**config.mk**
```make
export PLATFORM = sky130hd
export DESIGN_NAME = dram_access_seq
export DESIGN_NICKNAME = d
export VERILOG_FILES = /design/src/rtl/dram_seq_pkg.sv /design/src/rtl/dram_addr_latch.sv /design/src/rtl/dram_seq_fsm.sv /design/src/rtl/dram_strobe_out.sv /design/src/rtl/dram_access_seq.sv
export SDC_FILE = /design/constraint.sdc
export NUM_CORES = 1
export LEC_CHECK = 0
export CORE_MARGIN = 2
export CORE_UTILIZATION = 40
export DETAILED_ROUTE_END_ITERATION = 7
export PLACE_DENSITY = 0.7
export REMOVE_ABC_BUFFERS = 1
export SYNTH_ARGS = -nofsm -noshare
export SYNTH_HDL_FRONTEND = slang
export SYNTH_SLANG_ARGS = --single-unit
export TNS_END_PERCENT = 1
```
**constraint.sdc**
```tcl
create_clock -name clk -period 2.5 [get_ports clk]
set_input_delay 0.375 -clock clk [delete_from_list [all_inputs] [get_ports clk]]
set_output_delay 0.375 -clock clk [all_outputs]
set_load 0.02 [all_outputs]
```
**src/rtl/dram_seq_pkg.sv**
```systemverilog
package dram_seq_pkg;

   typedef enum logic [1:0] {
      ST_IDLE   = 2'd0,
      ST_HOLD   = 2'd1,
      ST_SETUP  = 2'd2,
      ST_ACTIVE = 2'd3
   } seq_state_e;

   localparam logic [2:0] MODE_EXT  = 3'b100;
   localparam logic [2:0] MODE_SLOW = 3'b101;
   localparam logic [2:0] MODE_FAST = 3'b110;

   function automatic logic is_auto_mode(input logic [2:0] m);
      return (m == MODE_SLOW) || (m == MODE_FAST);
   endfunction

endpackage

```
**src/rtl/dram_addr_latch.sv**
```systemverilog
module dram_addr_latch #(
   parameter int ADDR_W = 8,
   parameter int BANK_W = 2
) (
   input  logic              clk,
   input  logic              rst_n,
   input  logic              capture,
   input  logic [ADDR_W-1:0] row_in,
   input  logic [ADDR_W-1:0] col_in,
   input  logic [BANK_W-1:0] bank_in,
   output logic [ADDR_W-1:0] row_q,
   output logic [ADDR_W-1:0] col_q,
   output logic [BANK_W-1:0] bank_q
);

   always_ff @(posedge clk or negedge rst_n) begin
      if (!rst_n) begin
         row_q  <= '0;
         col_q  <= '0;
         bank_q <= '0;
      end else if (capture) begin
         row_q  <= row_in;
         col_q  <= col_in;
         bank_q <= bank_in;
      end
   end

   // a closed latch holds its contents
   p_latch_hold_r5: assert property (@(posedge clk) disable iff (!rst_n)
      !capture |=> ($stable(row_q) && $stable(col_q) && $stable(bank_q)));

endmodule

```
**src/rtl/dram_seq_fsm.sv**
```systemverilog
module dram_seq_fsm
   import dram_seq_pkg::*;
#(
   parameter int FAST_HOLD = 1,
   parameter int SLOW_HOLD = 2,
   parameter int COL_SETUP = 1
) (
   input  logic       clk,
   input  logic       rst_n,
   input  logic [2:0] mode_sel,
   input  logic       rowreq_n,
   output seq_state_e state
);

   localparam int MAX_HS = (SLOW_HOLD > COL_SETUP) ? SLOW_HOLD : COL_SETUP;
   localparam int MAX_D  = (FAST_HOLD > MAX_HS) ? FAST_HOLD : MAX_HS;
   localparam int CNT_W  = $clog2(MAX_D + 1);

   localparam logic [CNT_W-1:0] FAST_LEN  = CNT_W'(FAST_HOLD);
   localparam logic [CNT_W-1:0] SLOW_LEN  = CNT_W'(SLOW_HOLD);
   localparam logic [CNT_W-1:0] SETUP_LEN = CNT_W'(COL_SETUP);

   generate
      if (FAST_HOLD < 1) begin : g_bad_fast
         $error("FAST_HOLD must be at least one cycle");
      end
      if (SLOW_HOLD < FAST_HOLD) begin : g_bad_slow
         $error("SLOW_HOLD must not be shorter than FAST_HOLD");
      end
      if (COL_SETUP < 1) begin : g_bad_setup
         $error("COL_SETUP must be at least one cycle");
      end
   endgenerate

   logic [CNT_W-1:0] cnt_q;
   logic [CNT_W-1:0] hold_len;
   logic [CNT_W-1:0] hold_len_q;

   assign hold_len = (mode_sel == MODE_SLOW) ? SLOW_LEN : FAST_LEN;

   always_ff @(posedge clk or negedge rst_n) begin
      if (!rst_n) begin
         state      <= ST_IDLE;
         cnt_q      <= '0;
         hold_len_q <= FAST_LEN;
      end else begin
         unique case (state)
            ST_IDLE: begin
               if (is_auto_mode(mode_sel) && !rowreq_n) begin
                  state      <= ST_HOLD;
                  cnt_q      <= hold_len - 1'b1;
                  hold_len_q <= hold_len;
               end
            end
            ST_HOLD: begin
               if (rowreq_n) begin
                  state <= ST_IDLE;
               end else if (cnt_q == '0) begin
                  state <= ST_SETUP;
                  cnt_q <= SETUP_LEN - 1'b1;
               end else begin
                  cnt_q <= cnt_q - 1'b1;
               end
            end
            ST_SETUP: begin
               if (rowreq_n) begin
                  state <= ST_IDLE;
               end else if (cnt_q == '0) begin
                  state <= ST_ACTIVE;
               end else begin
                  cnt_q <= cnt_q - 1'b1;
               end
            end
            default: begin
               if (rowreq_n) state <= ST_IDLE;
            end
         endcase
      end
   end

   // Independent run-length counters used only by the checks below
   logic [CNT_W:0] hold_run;
   logic [CNT_W:0] setup_run;

   always_ff @(posedge clk or negedge rst_n) begin
      if (!rst_n) begin
         hold_run  <= '0;
         setup_run <= '0;
      end else begin
         hold_run  <= (state == ST_HOLD)  ? hold_run + 1'b1  : '0;
         setup_run <= (state == ST_SETUP) ? setup_run + 1'b1 : '0;
      end
   end

   // row hold lasts the length chosen at the start of the access
   p_hold_len_r3: assert property (@(posedge clk) disable iff (!rst_n)
      (state == ST_SETUP && $past(state) == ST_HOLD) |-> (hold_run == {1'b0, hold_len_q}));

   // column setup lasts COL_SETUP cycles
   p_setup_len_r4: assert property (@(posedge clk) disable iff (!rst_n)
      (state == ST_ACTIVE && $past(state) == ST_SETUP) |-> (setup_run == {1'b0, SETUP_LEN}));

   // a high request during an access returns to idle
   p_release_r6: assert property (@(posedge clk) disable iff (!rst_n)
      (state != ST_IDLE && rowreq_n) |=> (state == ST_IDLE));

   // non-automatic modes never start an access
   p_no_start_r1: assert property (@(posedge clk) disable iff (!rst_n)
      (state == ST_IDLE && !is_auto_mode(mode_sel)) |=> (state == ST_IDLE));

endmodule

```
**src/rtl/dram_strobe_out.sv**
```systemverilog
module dram_strobe_out
   import dram_seq_pkg::*;
#(
   parameter int ADDR_W    = 8,
   parameter int NUM_BANKS = 4,
   parameter int BANK_W    = 2
) (
   input  seq_state_e           state,
   input  logic                 ext_mode,
   input  logic                 rowreq_n,
   input  logic                 ext_col_sel,
   input  logic                 ext_cas_n,
   input  logic [ADDR_W-1:0]    row_in,
   input  logic [ADDR_W-1:0]    col_in,
   input  logic [ADDR_W-1:0]    row_q,
   input  logic [ADDR_W-1:0]    col_q,
   input  logic [BANK_W-1:0]    bank_q,
   output logic                 latch_open,
   output logic [ADDR_W-1:0]    mem_addr,
   output logic [NUM_BANKS-1:0] ras_n,
   output logic                 cas_n
);

   logic                 busy;
   logic                 col_pick;
   logic                 ras_on;
   logic [NUM_BANKS-1:0] bank_hit;

   genvar g;
   generate
      for (g = 0; g < NUM_BANKS; g++) begin : g_bank
         assign bank_hit[g] = (bank_q == BANK_W'(g));
      end
   endgenerate

   assign busy       = (state != ST_IDLE);
   assign latch_open = !busy && rowreq_n;

   always_comb begin
      if (busy) begin
         ras_on   = 1'b1;
         col_pick = (state == ST_SETUP) || (state == ST_ACTIVE);
         cas_n    = (state != ST_ACTIVE);
      end else if (ext_mode) begin
         ras_on   = !rowreq_n;
         col_pick = ext_col_sel;
         cas_n    = ext_cas_n;
      end else begin
         ras_on   = 1'b0;
         col_pick = 1'b0;
         cas_n    = 1'b1;
      end
   end

   always_comb begin
      if (col_pick) mem_addr = latch_open ? col_in : col_q;
      else          mem_addr = latch_open ? row_in : row_q;
   end

   assign ras_n = ras_on ? ~bank_hit : '1;

endmodule

```
**src/rtl/dram_access_seq.sv**
```systemverilog
module dram_access_seq
   import dram_seq_pkg::*;
#(
   parameter int ADDR_W    = 8,
   parameter int NUM_BANKS = 4,
   parameter int FAST_HOLD = 1,
   parameter int SLOW_HOLD = 2,
   parameter int COL_SETUP = 1,
   localparam int BANK_W   = (NUM_BANKS > 1) ? $clog2(NUM_BANKS) : 1
) (
   input  logic                 clk,
   input  logic                 rst_n,
   input  logic [2:0]           mode_sel,
   input  logic                 rowreq_n,
   input  logic [BANK_W-1:0]    bank_sel,
   input  logic [ADDR_W-1:0]    row_addr_in,
   input  logic [ADDR_W-1:0]    col_addr_in,
   input  logic                 we_req_n,
   input  logic                 ext_col_sel,
   input  logic                 ext_cas_n,
   output logic [ADDR_W-1:0]    mem_addr,
   output logic [NUM_BANKS-1:0] ras_n,
   output logic                 cas_n,
   output logic                 we_n
);

   generate
      if (NUM_BANKS < 2 || (1 << BANK_W) != NUM_BANKS) begin : g_bad_banks
         $error("NUM_BANKS must be a power of two of at least 2");
      end
      if (ADDR_W < 1) begin : g_bad_addr
         $error("ADDR_W must be positive");
      end
   endgenerate

   seq_state_e        state;
   logic              latch_open;
   logic [ADDR_W-1:0] row_q;
   logic [ADDR_W-1:0] col_q;
   logic [BANK_W-1:0] bank_q;

   dram_seq_fsm #(
      .FAST_HOLD (FAST_HOLD),
      .SLOW_HOLD (SLOW_HOLD),
      .COL_SETUP (COL_SETUP)
   ) u_fsm (
      .clk      (clk),
      .rst_n    (rst_n),
      .mode_sel (mode_sel),
      .rowreq_n (rowreq_n),
      .state    (state)
   );

   dram_addr_latch #(
      .ADDR_W (ADDR_W),
      .BANK_W (BANK_W)
   ) u_latch (
      .clk     (clk),
      .rst_n   (rst_n),
      .capture (rowreq_n),
      .row_in  (row_addr_in),
      .col_in  (col_addr_in),
      .bank_in (bank_sel),
      .row_q   (row_q),
      .col_q   (col_q),
      .bank_q  (bank_q)
   );

   dram_strobe_out #(
      .ADDR_W    (ADDR_W),
      .NUM_BANKS (NUM_BANKS),
      .BANK_W    (BANK_W)
   ) u_out (
      .state       (state),
      .ext_mode    (mode_sel == MODE_EXT),
      .rowreq_n    (rowreq_n),
      .ext_col_sel (ext_col_sel),
      .ext_cas_n   (ext_cas_n),
      .row_in      (row_addr_in),
      .col_in      (col_addr_in),
      .row_q       (row_q),
      .col_q       (col_q),
      .bank_q      (bank_q),
      .latch_open  (latch_open),
      .mem_addr    (mem_addr),
      .ras_n       (ras_n),
      .cas_n       (cas_n)
   );

   // write enable is a plain buffer
   assign we_n = we_req_n;

   // at most one row strobe active
   p_ras_single_r2: assert property (@(posedge clk) disable iff (!rst_n)
      $onehot0(~ras_n));

   // automatic column strobe only under an active row strobe
   p_cas_under_ras_r4: assert property (@(posedge clk) disable iff (!rst_n)
      (state != ST_IDLE && !cas_n) |-> ($countones(~ras_n) == 1));

   // the address pins cannot move while an access holds the column strobe
   p_col_steady_r5: assert property (@(posedge clk) disable iff (!rst_n)
      (state == ST_ACTIVE && $past(state) == ST_ACTIVE) |-> $stable(mem_addr));

endmodule

```
==> flow_metrics.env, run 1 <==
export IMPL_cts_tree="done"
export IMPL_switching_power_mw=0.683
export IMPL_tns_ns=0
export IMPL_setup_viol=0
export IMPL_final_area_um2=1880
export IMPL_dieArea_um2=3950
export IMPL_core_area_um2=3340
export IMPL_yosys_register_bits=22
export IMPL_seq_power_share_pct=26.7
export IMPL_slew_viol_final=0
export IMPL_r2r_cells=7
export IMPL_p_int_mw=1.01
export IMPL_ys_types=28
export IMPL_wl_mm=2.89
export IMPL_grt_pass1_vias=1125
export IMPL_cts_setup_buffers=0
export IMPL_outcome="finished clean"
export IMPL_gp_congestion=0.764
export IMPL_relSlewSlack_pct=80.8
export IMPL_pwr_share_comb_pct=61.7
export IMPL_rows=21
export IMPL_clkTransAtPathRegs_ns=0.13
export IMPL_grt_pass1_wl_mm=4.89
export IMPL_synth_area_per_cell_um2=11.6
export IMPL_drt_pass1_iterations=4
export IMPL_wl_per_cell_um=13.7
export IMPL_drtIter0Drc=35
export IMPL_nets=200
export IMPL_start_util_pct=41.5
export IMPL_crit_fanout=10
export IMPL_antenna_found_initial=0
export IMPL_syn_to_final_growth_pct=36.2
export IMPL_clkPwrFrac_pct=11.6
export IMPL_p_total_mw=1.69
export IMPL_grt_overflow_total=0
export IMPL_crit_path_end_kind="output port"
export IMPL_critPathLaunchType="register"
export IMPL_clkLatencyLatePin_ns=0.30
export IMPL_drc_errors=0
export IMPL_die_w_um=62.8
export IMPL_cp_arrival_ns=1.99
export IMPL_netlist_area_um2=1380
export IMPL_grt_max_degree=23
export IMPL_clock_fmax_mhz=423
export IMPL_num_io_pins=41
export IMPL_whs_ns=0.414
export IMPL_netlist_instances=119
export IMPL_power_density_nw_per_um2=898
export IMPL_power_switching_share_pct=40.4
export IMPL_track_usage_pct=15.3
export IMPL_numPortBuffers=38
export IMPL_dpl_cell_area_um2=1880
export IMPL_vias=1061
export IMPL_p_leak_nw=0.893
export IMPL_hold_path_class="primary input to asynchronous set/reset pin"
export IMPL_cp_required_ns=2.12
export IMPL_h_tree_depth=1
export IMPL_min_period_over_period_pct=94.6
export IMPL_critPathKind="register to output port"
export IMPL_layout_commonest_cell="clkdlybuf4s50_1"
export IMPL_max_cap_viol_count=0
export IMPL_drive_above_1_share_pct=27.9
export IMPL_rsz0062_at_grt="false"
export IMPL_routed_via_density=5.03
export IMPL_clk_path_buf_depth=2
export IMPL_postRouteAntennaNets=0
export IMPL_cts_sinks=22
export IMPL_hold_violations=0
export IMPL_cts_inserted_buffers=3
export IMPL_ir_worst_vdd_mv=0.400
export IMPL_tightest_slew_ns=0.288
export IMPL_yosys_warnings=0
export IMPL_hpwl_mm=2.24
export IMPL_most_common_layout_cells="25 x clkdlybuf4s50_1, 24 x mux2i_1, 22 x dfrtp_1"
export IMPL_finClkSkew_ns=0.000433
export IMPL_synth_seq_area_share_pct=39.8
export IMPL_post_route_min_period_ns=2.36
export IMPL_clock_root_buffer="clkbuf_4"
export IMPL_diodes=0
export IMPL_die_h_um=62.8
## worst max-delay path, stage by stage, from the launching register on
cell and delay [ns]:
dfrtp_1 0.41, inv_1 0.09, ha_2 0.24, nand2_1 0.12, buf_6 0.17, nand2_1 0.05
or3_1 0.29, dlygate4sd2_1 0.33
## area by class of cell
class	count	area, um^2
clock buffer	4	36.3
fill	327	1450
inverter	6	22.5
multi-input combinational	84	773
sequential	22	551
tap	46	57.6
timing repair buffer	49	444
## through the flow
stage / worst slack (ns) / std cells / utilization (%)
CTS: 0.00196 / 211 / 57.0
detailed placement: -0.182 / 207 / 56.2
global route: 0.00746 / 211 / 56.5
finish: 0.136 / 211 / 56.5
floorplan: 0.176 / 112 / -
global placement: -0.180 / 207 / 56.2
## power groups by stage
stage,registers [mW],logic [mW],clock network [mW]
after CTS,0.453,1.07,0.207
after global routing,0.461,1.13,0.213
after global placement,0.455,1.10,0
final,0.452,1.04,0.196
after detailed placement,0.460,1.12,0
after floorplan,0.448,0.664,0
## flip-flops by register name, indices dropped and copies added (netlist names)
register	flops
u_latch.col_q	8
u_latch.row_q	8
u_fsm.cnt_q	2
u_fsm.state	2
u_latch.bank_q	2
## cell usage after synthesis
cell | number | area share, %
dfrtp_1 | 22 | 40
nand2_1 | 6 | 1.6
nor3_1 | 1 | 0.36
xor2_1 | 1 | 0.63
inv_1 | 5 | 1.4
mux2_2 | 18 | 15
o22ai_1 | 2 | 0.90
nor2_1 | 2 | 0.54
o311a_1 | 1 | 0.72
o21ai_1 | 1 | 0.36
o21ai_2 | 1 | 0.63
mux2_1 | 2 | 1.6
mux2_4 | 2 | 2.2
a22oi_1 | 2 | 1.1
nand2b_1 | 3 | 1.4
nor2b_1 | 2 | 0.90
buf_2 | 5 | 1.8
inv_2 | 1 | 0.27
nand4b_1 | 2 | 1.3
buf_4 | 2 | 1.1
nand3_1 | 1 | 0.36
nand4_1 | 1 | 0.45
ha_1 | 7 | 6.3
mux2i_1 | 24 | 17
or3_1 | 1 | 0.45
a21oi_1 | 2 | 0.72
a22o_1 | 1 | 0.63
o211ai_1 | 1 | 0.54
## repair_timing
| item | 4_1_cts | 5_1_grt |
|---|---|---|
| gates resized for setup | 11 | 20 |
| gates cloned | 0 | 0 |
| setup endpoints to repair | 13 | 12 |
| hold buffers | 0 | 0 |
## metal layers
layer,GRT usage (%),vias up,wire length [um]
li1,-,514,-
met1,18.5,517,1270
met2,28.1,28,1490
met3,2.16,2,122
met4,4.44,0,15
met5,0,-,0
## cells by family after synthesis
kind of cell | Yosys count | synth area share [%]
AOI/OAI and AO/OA | 11 | 5.61
xor gates and xnor gates | 1 | 0.633
adders and majority gates | 7 | 6.33
buffers and inverters | 13 | 4.52
DFF | 22 | 39.8
muxes | 46 | 35.8
and+or+nand+nor | 19 | 7.32
## final timing paths
kind                                         startpoint                       endpoint  slack (ns)
min                                               rst_n  u_latch.bank_q[0]$_DFFE_PN0P_        0.41
max in group asynchronous                         rst_n   u_latch.row_q[3]$_DFFE_PN0P_        1.86
max                          u_fsm.state[0]$_DFFE_PN0P_                       ras_n[0]        0.14
min in group clk           u_latch.col_q[7]$_DFFE_PN0P_   u_latch.col_q[7]$_DFFE_PN0P_        0.52
min reg2reg                u_latch.col_q[7]$_DFFE_PN0P_   u_latch.col_q[7]$_DFFE_PN0P_        0.52
max reg2reg                  u_fsm.state[0]$_DFFE_PN0P_     u_fsm.state[0]$_DFFE_PN0P_        0.65
No activity file was read; power rests on OpenSTA's default activity.
==> run 2, diff against run 1 <==
CTS_CLUSTER_DIAMETER = 200   (was not set)
RECOVER_POWER = 100   (was not set)
==> flow_metrics.env, run 2 (synthesis results as in run 1) <==
export IMPL_outcome="finished clean"
export IMPL_die_h_um=62.8
export IMPL_critPathKind="register to output port"
export IMPL_antenna_found_initial=0
export IMPL_clk_path_buf_depth=2
export IMPL_cts_inserted_buffers=3
export IMPL_tns_ns=0
export IMPL_relSlewSlack_pct=19.8
export IMPL_start_util_pct=41.5
export IMPL_rsz0062_at_grt="false"
export IMPL_numPortBuffers=38
export IMPL_cts_setup_buffers=0
export IMPL_die_w_um=62.8
export IMPL_hold_depth=1
export IMPL_clkLatencyLatePin_ns=0.30
export IMPL_drc_errors=0
export IMPL_r2r_start="u_fsm.state[0]$_DFFE_PN0P_"
export IMPL_cts_sinks=22
export IMPL_met1_length_mm=1.23
export IMPL_dp_worst_setup_slack_ns=-0.182
export IMPL_max_cap_viol_count=0
export IMPL_cts_tree="done"
export IMPL_cp_arrival_ns=1.99
export IMPL_reg_largest_list="u_latch.col_q: 8 flops, u_latch.row_q: 8 flops"
export IMPL_power_density_nw_per_um2=900
export IMPL_cts_hold_buf=0
export IMPL_p_leak_nw=0.849
export IMPL_min_period_over_period_pct=94.5
export IMPL_worstReg2RegEnd="u_fsm.state[0]$_DFFE_PN0P_"
export IMPL_h_tree_depth=1
export IMPL_hold_violations=0
export IMPL_hold_path_class="register to register"
export IMPL_drt_pass1_iterations=4
export IMPL_worstHoldStart="u_latch.col_q[7]$_DFFE_PN0P_"
export IMPL_gp_congestion=0.764
export IMPL_setup_viol=0
export IMPL_wl_met3_um=138
export IMPL_core_area_um2=3340
export IMPL_grt_overflow_total=0
export IMPL_grt_pass1_vias=1125
export IMPL_whs_ns=0.520
export IMPL_clkTransAtPathRegs_ns=0.13
export IMPL_nets=200
export IMPL_post_route_min_period_ns=2.36
export IMPL_worst_slack_ns=0.139
export IMPL_num_io_pins=41
export IMPL_routed_via_density=5.04
export IMPL_wl_mm=2.90
export IMPL_grt_max_degree=23
export IMPL_r2r_cells=7
export IMPL_ir_worst_vdd_mv=0.400
export IMPL_cp_required_ns=2.12
export IMPL_crit_path_end_kind="output port"
export IMPL_tightest_slew_ns=1.20
export IMPL_cts_repair_resized=11
export IMPL_finClkSkew_ns=0.000355
export IMPL_final_area_um2=1840
export IMPL_diodes=0
export IMPL_clock_root_buffer="clkbuf_4"
export IMPL_slew_viol_final=0
export IMPL_timing_hold_worst_endpoint="u_latch.col_q[7]$_DFFE_PN0P_"
export IMPL_grt_pass1_wl_mm=4.89
export IMPL_syn_to_final_growth_pct=33.1
export IMPL_hpwl_mm=2.24
export IMPL_wl_per_cell_um=13.8
export IMPL_crit_fanout=10
export IMPL_dieArea_um2=3950
export IMPL_fill_cells=335
export IMPL_clock_fmax_mhz=423
export IMPL_critPathLaunchType="register"
export IMPL_drtIter0Drc=42
export IMPL_wl_met2_mm=1.51
export IMPL_drive_above_1_share_pct=22.4
export IMPL_postRouteAntennaNets=0
export IMPL_track_usage_pct=15.3
export IMPL_top_layer="met4"
export IMPL_most_common_layout_cells="24 x mux2i_1, 24 x clkdlybuf4s50_1, 22 x dfrtp_1"
export IMPL_r2r_slack_ns=0.66
export IMPL_dpl_cell_area_um2=1880
export IMPL_rows=21
export IMPL_seq_area_um2=551
export IMPL_vias=1064
export IMPL_multiInputGateArea_um2=773
[run 2: cell count changes in the layout (fill, tap and decap cells not counted)]
cell,delta
dlygate4sd3_1,+1
clkdlybuf4s50_1,-1
clkbuf_2,-7
buf_4,-2
clkbuf_1,+12
dlymetal6s2s_1,-3
[run 2: final cells by class]
type | count | share of cell area [%]
inverters | 6 | 1.22
clock buffers | 4 | 1.97
well taps | 46 | 3.12
multi-input cells | 84 | 42.0
flip-flops and latches | 22 | 29.9
repair buffers | 49 | 21.8
[run 2: power breakdown]
| group | switching (mW) | total (mW) | internal (mW) |
|---|---|---|---|
| sequential | 0.0413 | 0.452 | 0.410 |
| combinational | 0.535 | 1.01 | 0.475 |
| clock | 0.108 | 0.196 | 0.0887 |
| total | 0.683 | 1.66 | 0.974 |
[run 2: how the worst max path moves through the flow]
stage,start,end,slack (ns),cells past startpoint
after floorplan,u_fsm.state[0]$_DFFE_PN0P_,mem_addr[0],0.18,5
after global placement,mode_sel[1],mem_addr[3],-0.18,7
after detailed placement,mode_sel[2],mem_addr[6],-0.18,7
after CTS,u_fsm.state[0]$_DFFE_PN0P_,ras_n[1],0.002,6
after global routing,u_fsm.state[0]$_DFFE_PN0P_,ras_n[0],0.007,7
final,u_fsm.state[0]$_DFFE_PN0P_,ras_n[0],0.14,7
[run 2: worst max-delay path: stages, from the launching register on]
cell and delay (ns):
dfrtp_1 0.41, inv_1 0.09, ha_2 0.24, nand2_1 0.12, buf_6 0.17, nand2_1 0.05, or3_1 0.29, dlygate4sd2_1 0.33
[run 2: stage by stage]
step	utilization, %	power, mW	cells
after CTS	57.0	1.73	211
final	55.2	1.66	211
after global routing	55.2	1.77	211
after detailed placement	56.2	1.58	207
after global placement	56.2	1.55	207
after floorplan	-	1.11	112
[run 2: per-layer routing]
metal	vias up	global-route usage (%)
met5	-	0
met4	0	4.44
met3	2	2.16
met2	32	28.1
met1	517	18.5
li1	513	-
==> run 3, diff against run 2 <==
CORE_MARGIN = not set   (was 2)
==> flow_metrics.env, run 3 (synthesis results as in run 1) <==
export IMPL_wl_per_cell_um=13.6
export IMPL_fill_cells=318
export IMPL_drc_errors=0
export IMPL_grt_max_degree=23
export IMPL_cp_required_ns=2.12
export IMPL_slew_viol_final=0
export IMPL_hold_violations=0
export IMPL_slowest_stage="dfrtp_1"
export IMPL_syn_to_final_growth_pct=31.9
export IMPL_clock_root_buffer="clkbuf_4"
export IMPL_vias=1047
export IMPL_cts_hold_buf=0
export IMPL_cts_tree="done"
export IMPL_nets=200
export IMPL_antenna_found_initial=0
export IMPL_reg_largest_list="u_latch.col_q: 8 flops, u_latch.row_q: 8 flops"
export IMPL_cp_cell_sequence="inv_1 -> ha_2 -> o311a_1 -> buf_4 -> mux2i_1 -> dlygate4sd2_1"
export IMPL_clk_path_buf_depth=2
export IMPL_die_h_um=60.8
export IMPL_hpwl_mm=2.24
export IMPL_min_period_over_period_pct=95.1
export IMPL_tns_ns=0
export IMPL_crit_path_end_kind="output port"
export IMPL_finClkSkew_ns=0.000398
export IMPL_max_cap_viol_count=0
export IMPL_numPortBuffers=38
export IMPL_clkLatencyLatePin_ns=0.30
export IMPL_relSlewSlack_pct=20.1
export IMPL_outcome="finished clean"
export IMPL_start_util_pct=43.5
export IMPL_num_io_pins=41
export IMPL_setup_viol=0
export IMPL_die_w_um=60.8
export IMPL_whs_ns=0.522
export IMPL_postRouteAntennaNets=0
export IMPL_crit_fanout=6
export IMPL_core_area_um2=3180
export IMPL_cp_arrival_ns=2.00
export IMPL_drive_above_1_share_pct=22.0
export IMPL_track_usage_pct=17.3
export IMPL_dieArea_um2=3700
export IMPL_ir_worst_vdd_mv=0.454
export IMPL_critPathKind="register to output port"
export IMPL_clkTransAtPathRegs_ns=0.11
export IMPL_cts_sinks=22
export IMPL_tightest_slew_ns=1.20
export IMPL_grt_overflow_total=0
export IMPL_rows=20
export IMPL_cts_setup_buffers=0
export IMPL_most_common_layout_cells="24 x mux2i_1, 24 x clkdlybuf4s50_1, 22 x dfrtp_1"
export IMPL_wl_mm=2.83
export IMPL_rsz0062_at_grt="false"
export IMPL_routed_via_density=5.03
export IMPL_post_route_min_period_ns=2.38
export IMPL_r2r_cells=7
export IMPL_cts_inserted_buffers=3
export IMPL_gp_congestion=0.857
export IMPL_drtIter0Drc=23
export IMPL_diodes=0
export IMPL_clock_fmax_mhz=420
export IMPL_h_tree_depth=1
export IMPL_hold_path_class="register to register"
export IMPL_p_leak_nw=0.849
export IMPL_critPathLaunchType="register"
export IMPL_cpPeakStageDelay_ns=0.40
export IMPL_grt_pass1_vias=1122
export IMPL_grt_pass1_wl_mm=4.76
export IMPL_hold_depth=1
export IMPL_drt_pass1_iterations=3
export IMPL_power_density_nw_per_um2=882
run 3: cell types whose count changed in the layout (fill, tap and decap cells not counted), sizes merged:
cell           delta
clkdlybuf4s15     +1
clkbuf            -2
run 3: path summary, 6_finish.rpt:
kind	from	end	slack, ns
min reg2reg	u_latch.col_q[6]$_DFFE_PN0P_	u_latch.col_q[6]$_DFFE_PN0P_	0.52
max in group asynchronous	rst_n	u_latch.bank_q[0]$_DFFE_PN0P_	0.97
min in group asynchronous	rst_n	u_latch.col_q[4]$_DFFE_PN0P_	0.82
max	u_fsm.state[0]$_DFFE_PN0P_	mem_addr[3]	0.12
max reg2reg	u_fsm.state[0]$_DFFE_PN0P_	u_fsm.state[0]$_DFFE_PN0P_	0.67
min	u_latch.col_q[6]$_DFFE_PN0P_	u_latch.col_q[6]$_DFFE_PN0P_	0.52
run 3: cell type report:
class	instances	area (um^2)	share of cell area (%)
well taps	44	55.1	3.02
repair buffers	49	405	22.2
multi-input cells	84	769	42.2
flip-flops and latches	22	551	30.2
clock buffers	3	22.5	1.23
inverters	6	22.5	1.23
run 3: where the power goes:
group	switching [mW]	internal [mW]	leakage (nW)
clock	0.100	0.0561	0.0138
combinational	0.526	0.477	0.572
sequential	0.0411	0.410	0.263
run 3: metal layers:
layer	global-route usage, %	part of all wire (%)	vias to the layer above	routed length (um)
li1	-	-	515	-
met1	21.1	44	510	1260
met2	31.7	52	20	1480
met3	2.56	2.6	2	73
met4	4.87	0.74	0	21
met5	0	0	-	0
run 3: through the flow:
step	util, %	instances	setup WS (ns)	instance area (um^2)	total power, mW
2_1_floorplan	-	112	0.176	1340	1.11
4_1_cts	59.4	208	0.0402	1890	1.70
5_1_grt	57.4	208	0.00207	1830	1.75
6_report	57.4	208	0.121	1830	1.61
3_3_place_gp	59.0	205	-0.199	1870	1.55
3_5_place_dp	59.0	205	-0.204	1870	1.58
run 3: what timing repair did:
action	CTS	global route
pin swaps	0	0
setup endpoints to repair	12	11
resized for setup	10	17
run 3: worst max-delay path, delay by kind of cell (launching register included):
family | cells | cell delay (ns)
AO/OA/AOI/OAI | 1 | 0.35
adder cells (fa/ha/maj) | 1 | 0.23
buffers and inverters | 3 | 0.59
flip-flops | 1 | 0.40
multiplexers | 1 | 0.13
